--- config.mk ---
export PLATFORM = sky130hd
export DESIGN_NAME = pwd_guard
export DESIGN_NICKNAME = d
export VERILOG_FILES = /design/src/rtl/pwd_pkg.sv /design/src/rtl/pwd_store.sv /design/src/rtl/pwd_seq.sv /design/src/rtl/pwd_rsp.sv /design/src/rtl/pwd_guard.sv
export SDC_FILE = /design/constraint.sdc
export NUM_CORES = 1
export LEC_CHECK = 0
export ABC_AREA = 1
export BUFFER_PORTS_ARGS = -buffer_cell sky130_fd_sc_hd__buf_4
export CAP_MARGIN = 30
export CORE_MARGIN = 2
export CORE_UTILIZATION = 55
export DETAILED_ROUTE_END_ITERATION = 6
export PLACE_DENSITY_LB_ADDON = 0.08
export SLEW_MARGIN = 20
export SYNTH_ARGS = -nofsm -noshare
export SYNTH_HDL_FRONTEND = slang
export SYNTH_HIERARCHICAL = 1
export SYNTH_SLANG_ARGS = --single-unit
export TNS_END_PERCENT = 5
--- constraint.sdc ---
create_clock -name clk -period 1.8 [get_ports clk]
set_clock_uncertainty 0.15 [all_clocks]
set_input_delay 0.09 -clock clk [delete_from_list [all_inputs] [get_ports clk]]
set_output_delay 0.09 -clock clk [all_outputs]
set_load 0.05 [all_outputs]
--- src/rtl/pwd_pkg.sv ---
package pwd_pkg;
  typedef enum logic [2:0] {
    ST_IDLE,
    ST_PROG,
    ST_CODE,
    ST_WORDS,
    ST_END
  } seq_st_t;
endpackage

--- src/rtl/pwd_store.sv ---
module pwd_store #(
  parameter int WORD_W = 16,
  parameter int NUM_WORDS = 4,
  localparam int IDX_W = $clog2(NUM_WORDS)
) (
  input  logic              clk,
  input  logic              rst_n,
  input  logic              we,
  input  logic [IDX_W-1:0]  w_idx,
  input  logic [WORD_W-1:0] w_data,
  input  logic [IDX_W-1:0]  r_idx,
  input  logic              r_in_range,
  output logic [WORD_W-1:0] r_data,
  input  logic [IDX_W-1:0]  c_idx,
  input  logic [WORD_W-1:0] c_data,
  output logic              c_eq
);
  logic [WORD_W-1:0] mem [NUM_WORDS];

  for (genvar i = 0; i < NUM_WORDS; i++) begin : g_word
    always_ff @(posedge clk or negedge rst_n) begin
      if (!rst_n) mem[i] <= '1;
      else if (we && w_idx == IDX_W'(i)) mem[i] <= w_data;
    end


    word_hold_chk: assert property (@(posedge clk) disable iff (!rst_n)
      !(we && w_idx == IDX_W'(i)) |=> $stable(mem[i]));
  end

  always_comb begin
    r_data = r_in_range ? mem[r_idx] : '0;
    c_eq   = (mem[c_idx] == c_data);
  end
endmodule

--- src/rtl/pwd_seq.sv ---
module pwd_seq
  import pwd_pkg::*;
#(
  parameter int WORD_W = 16,
  parameter int NUM_WORDS = 4,
  parameter logic [WORD_W-1:0] CMD_PROG  = 'h00A0,
  parameter logic [WORD_W-1:0] CMD_OPEN  = 'h0025,
  parameter logic [WORD_W-1:0] CMD_COUNT = 'h0003,
  parameter logic [WORD_W-1:0] CMD_CLOSE = 'h0029,
  localparam int IDX_W = $clog2(NUM_WORDS)
) (
  input  logic              clk,
  input  logic              rst_n,
  input  logic              active,
  input  logic              acc,
  input  logic              is_wr,
  input  logic              addr_zero,
  input  logic              in_range,
  input  logic [IDX_W-1:0]  idx,
  input  logic [WORD_W-1:0] data,
  input  logic              cmp_eq,
  output logic              we,
  output logic [IDX_W-1:0]  cmp_idx,
  output logic              unlocked
);
  seq_st_t          st;
  logic [IDX_W-1:0] k;
  logic             ok;
  logic             wr_take;

  assign wr_take = active && acc && is_wr;
  assign we      = wr_take && st == ST_PROG && in_range;
  assign cmp_idx = k;

  always_ff @(posedge clk or negedge rst_n) begin
    if (!rst_n) begin
      st       <= ST_IDLE;
      k        <= '0;
      ok       <= 1'b0;
      unlocked <= 1'b0;
    end else if (!active) begin
      st <= ST_IDLE;
    end else if (acc && !is_wr) begin
      st <= ST_IDLE;
    end else if (wr_take) begin
      case (st)
        ST_IDLE: begin
          if (data == CMD_PROG) st <= ST_PROG;
          else if (data == CMD_OPEN && addr_zero) st <= ST_CODE;
        end
        ST_PROG: st <= ST_IDLE;
        ST_CODE: begin
          if (data == CMD_COUNT && addr_zero) begin
            st <= ST_WORDS;
            k  <= '0;
            ok <= 1'b1;
          end else begin
            st <= ST_IDLE;
          end
        end
        ST_WORDS: begin
          if (in_range && idx == k) begin
            ok <= ok && cmp_eq;
            if (k == IDX_W'(NUM_WORDS - 1)) st <= ST_END;
            else k <= k + 1'b1;
          end else begin
            st <= ST_IDLE;
          end
        end
        ST_END: begin
          st <= ST_IDLE;
          if (data == CMD_CLOSE && addr_zero) unlocked <= ok;
        end
        default: st <= ST_IDLE;
      endcase
    end
  end


  unlock_rise_chk: assert property (@(posedge clk) disable iff (!rst_n)
    $rose(unlocked) |-> $past(st) == ST_END);


  unlock_chg_chk: assert property (@(posedge clk) disable iff (!rst_n)
    (unlocked != $past(unlocked)) |-> ($past(st) == ST_END && $past(wr_take)));


  read_abort_chk: assert property (@(posedge clk) disable iff (!rst_n)
    (acc && !is_wr) |=> st == ST_IDLE);
endmodule

--- src/rtl/pwd_rsp.sv ---
module pwd_rsp #(
  parameter int WORD_W = 16
) (
  input  logic              clk,
  input  logic              rst_n,
  input  logic              take,
  input  logic [WORD_W-1:0] data_in,
  input  logic              rd_ready,
  output logic              rd_valid,
  output logic [WORD_W-1:0] rd_data
);
  always_ff @(posedge clk or negedge rst_n) begin
    if (!rst_n) begin
      rd_valid <= 1'b0;
      rd_data  <= '0;
    end else if (take) begin
      rd_valid <= 1'b1;
      rd_data  <= data_in;
    end else if (rd_ready) begin
      rd_valid <= 1'b0;
    end
  end


  rsp_hold_chk: assert property (@(posedge clk) disable iff (!rst_n)
    (rd_valid && !rd_ready) |=> (rd_valid && $stable(rd_data)));


  no_take_stall_chk: assert property (@(posedge clk) disable iff (!rst_n)
    !(take && rd_valid && !rd_ready));
endmodule

--- src/rtl/pwd_guard.sv ---
module pwd_guard #(
  parameter int WORD_W = 16,
  parameter int NUM_WORDS = 4,
  parameter int ADDR_W = 8,
  localparam int IDX_W = $clog2(NUM_WORDS)
) (
  input  logic              clk,
  input  logic              rst_n,
  input  logic              cmd_active,
  input  logic              cyc_valid,
  output logic              cyc_ready,
  input  logic              cyc_write,
  input  logic [ADDR_W-1:0] cyc_addr,
  input  logic [WORD_W-1:0] cyc_data,
  output logic              rd_valid,
  input  logic              rd_ready,
  output logic [WORD_W-1:0] rd_data,
  output logic              unlocked
);
  logic              acc;
  logic              in_range;
  logic              addr_zero;
  logic [IDX_W-1:0]  idx;
  logic              we;
  logic [IDX_W-1:0]  cmp_idx;
  logic              cmp_eq;
  logic [WORD_W-1:0] r_word;

  assign cyc_ready = !rd_valid || rd_ready;
  assign acc       = cyc_valid && cyc_ready;
  assign idx       = cyc_addr[IDX_W-1:0];
  assign in_range  = (cyc_addr[ADDR_W-1:IDX_W] == '0);
  assign addr_zero = (cyc_addr == '0);

  pwd_store #(.WORD_W(WORD_W), .NUM_WORDS(NUM_WORDS)) u_store (
    .clk(clk), .rst_n(rst_n),
    .we(we), .w_idx(idx), .w_data(cyc_data),
    .r_idx(idx), .r_in_range(in_range), .r_data(r_word),
    .c_idx(cmp_idx), .c_data(cyc_data), .c_eq(cmp_eq)
  );

  pwd_seq #(.WORD_W(WORD_W), .NUM_WORDS(NUM_WORDS)) u_seq (
    .clk(clk), .rst_n(rst_n), .active(cmd_active), .acc(acc),
    .is_wr(cyc_write), .addr_zero(addr_zero), .in_range(in_range),
    .idx(idx), .data(cyc_data), .cmp_eq(cmp_eq),
    .we(we), .cmp_idx(cmp_idx), .unlocked(unlocked)
  );

  pwd_rsp #(.WORD_W(WORD_W)) u_rsp (
    .clk(clk), .rst_n(rst_n), .take(acc && !cyc_write),
    .data_in(r_word), .rd_ready(rd_ready),
    .rd_valid(rd_valid), .rd_data(rd_data)
  );
endmodule

==> flow_summary.ini <==
[outcome]
outcome = finished with violations
violations = setup timing

[worst_hold_path]
holdPathStages = 5
hold_path_class = in2reg
min_from = cyc_write
worstHoldEndpoint = u_rsp/rd_data[15]

[routing]
routedLengthMet1_um = 6120
final_antenna_net_count = 0
routed.top_layer = met4
routed_via_density = 5.41
dr.pass1.iters = 5
vias = 5214
drt-total-wl_um = 14600
wl_met3_um = 896
routedWlPerCell_um = 15.1
drt_iter0_drc = 405
met2_length_um = 7020
drc = 0

[global_routing]
grt_usage_pct = 29.5
grt_pass1_wl_um = 23800
grt_pass1_vias = 5103
grt_antenna_before_repair = 0
gr-total-overflow = 0
grt_max_degree = 42

[critical_path]
r2r_setup_slack_ps = -30
required_ps = 1940
worstSetupPathType = reg2reg
worst_setup_path_end_kind = flop
start_kind = flop
r2r_end = u_seq/ok
cp_max_fo = 5
r2r_cells = 12
reg2reg_from = u_seq/cmp_idx[0]
critPathArrivalTime_ps = 1970

[floorplanning]
initial_core_util_pct = 56.7
io-pin-count = 49
die_w_um = 102
rows = 35
dieHeight_um = 102
dieArea_mm2 = 0.0103
coreArea_mm2 = 0.00924

[logic_synthesis]
synth-main-ff-cell = dfstp_2
async_flop_share_pct = 100
synth_top_area_share_pct = 32.1
yosysTopAreaCell = dfstp_2
yosys_warnings = 6
ys_seq_elements = 88
syn_nets = 794
synth_cell_types = 30
synthTopCellsByArea = dfstp_2 (32%), nand2_1 (20%), dfrtp_1 (11%), o21ai_0 (9.3%), nor2_1 (6.8%)
synth_cells = 763
ys_seq_area_share_pct = 43.6
avgSynthCellArea_um2 = 6.86
syn_area_mm2 = 0.00524
synth_edf_count = 0

[place]
port_buffers = 48
hpwl_um = 9950
dp_cells = 926
gp_congestion = 0.916

[power]
ir_drop_v = 0.000327
power.total_uw = 3810
p_per_area_mw_per_mm2 = 595
power.leakage_uw = 0.00288

[timing]
grt_setup_unrepaired = true
slew_headroom_pct = 64.6
fin_crit_ps = 1830
fmax_ghz = 0.545
slew_viol_final = 0
tns_ps = -33.6
worst_pin_slew_ps = 531
finalSetupViolCount = 1
hold_viol = 0
fin_crit_sh_pct = 102
fin_ws_ps = -33.6

[layout]
drive_gt1_share_pct = 24.5
stdcell_count = 963
nFillCells = 776
syn_to_final_growth_pct = 22.3
nets = 860
diodes = 0

[clock_network]
clockBufferDepth = 2
clkSinkCount = 88
cts_tree = yes
htree_levels = 3
cts_setup_buffers = 0
cts_root_buffer = clkbuf_8
cts_made_buffers = 9
clk_pin_slew_ps = 90
clk_latency_ps = 360

[job]
maxCapViolCount = 0
-- routing by layer --
metal / global-route usage [%] / vias to the layer above
li1: - / 2549
met5: 0 / -
met1: 37.5 / 2416
met2: 48.0 / 202
met4: 16.8 / 0
met3: 4.35 / 47
-- flip-flops by register name (all words and copies together) (netlist names) --
name and count:
u_seq/ok 1, u_seq/cmp_idx 2, u_store/mem 64, u_seq/unlocked 1
u_seq/st 3, u_rsp/rd_valid 1, u_rsp/rd_data 16
-- layout make-up --
cell class / instances / area (um2) / share of cell area [%]
multi-input cells: 573 / 2620 / 40.9
flip-flops and latches: 88 / 2280 / 35.7
repair buffers: 90 / 870 / 13.6
inverters: 66 / 265 / 4.14
well taps: 129 / 161 / 2.52
clock buffers: 10 / 128 / 1.99
clock inverters: 6 / 68.8 / 1.07
repair inverters: 1 / 7.51 / 0.117
-- report_power, final --
part / switching, uW / leakage (uW) / internal [uW] / total (uW)
clock network: 733 / 0.0000968 / 650 / 1380
logic: 269 / 0.00180 / 163 / 432
registers: 5.69 / 0.000981 / 1990 / 1990
total: 1010 / 0.00288 / 2800 / 3810
-- cell usage after synthesis, types with 6 or more instances --
| cell | instances |
|---|---|
| dfrtp_1 | 24 |
| buf_2 | 6 |
| nand2_1 | 273 |
| inv_1 | 60 |
| nand3_1 | 62 |
| buf_6 | 6 |
| o21ai_0 | 97 |
| nor2_1 | 95 |
| nand2_2 | 6 |
| a21oi_1 | 19 |
| clkbuf_1 | 17 |
| dfstp_2 | 64 |
-- placed cells by master, fill, tap and decap left out, drive strengths merged, types with 10 or more instances in the layout --
cell type,Yosys,final
nand2,280,280
o21ai,99,99
nor2,98,98
buf,18,70
inv,66,66
nand3,65,65
dfstp,64,64
dfrtp,24,24
dlygate4sd3,0,20
a21oi,19,19
clkbuf,18,10
-- stage by stage --
stage / hold WS [ps] / worst slack, ps / utilization [%] / instance area [um2]
2_1_floorplan: -356 / -25.3 / - / 5380
3_3_place_gp: -155 / 71.8 / 63.7 / 5890
3_5_place_dp: -158 / -17.0 / 63.7 / 5890
4_1_cts: 27.4 / 0.616 / 68.2 / 6300
5_1_grt: 53.4 / -162 / 69.3 / 6400
6_report: 37.9 / -33.6 / 69.3 / 6400
-- cell families (layout without fill, tap and decap cells) --
family | after synthesis | count (layout) | synth area share [%]
AND/OR/NAND/NOR | 454 | 454 | 35.7
AO/OA/AOI/OAI | 118 | 118 | 11.3
buffers and inverters | 102 | 173 | 9.25
flip-flops | 88 | 88 | 43.6
adder cells (fa/ha/maj) | 1 | 1 | 0.239
-- worst max-delay path by stage --
stage,from,endpoint,cells after the start
6_report,u_seq/cmp_idx[0],u_seq/ok,12
3_3_place_gp,u_seq/cmp_idx[0],u_seq/ok,14
3_5_place_dp,u_seq/cmp_idx[0],u_seq/ok,12
4_1_cts,u_rsp/rd_valid,u_store/mem[19],8
5_1_grt,u_seq/cmp_idx[0],u_seq/ok,13
2_1_floorplan,u_rsp/rd_valid,u_store/mem[21],8
-- timing repair --
| action | 4_1_cts | 5_1_grt |
|---|---|---|
| resized for setup | 4 | 48 |
| setup endpoints to repair | 1 | 70 |
| hold buffers | 20 | 0 |
| pin swaps | 0 | 12 |
| gates cloned | 1 | 0 |
| hold endpoints to repair | 120 | 0 |
-- critical path, cell delays in order (launching register included) --
cell and delay, ps:
dfrtp_2 480, clkinvlp_4 190, nand2_1 90, nand3_1 100, nand2_1 90, nand2_1 50
nand2_1 60, nand3_1 100, nor2_2 120, nand2_1 80, nor2_1 110, a21oi_1 60
o21ai_1 100
Note: power is estimated with default switching activity, not from simulation.
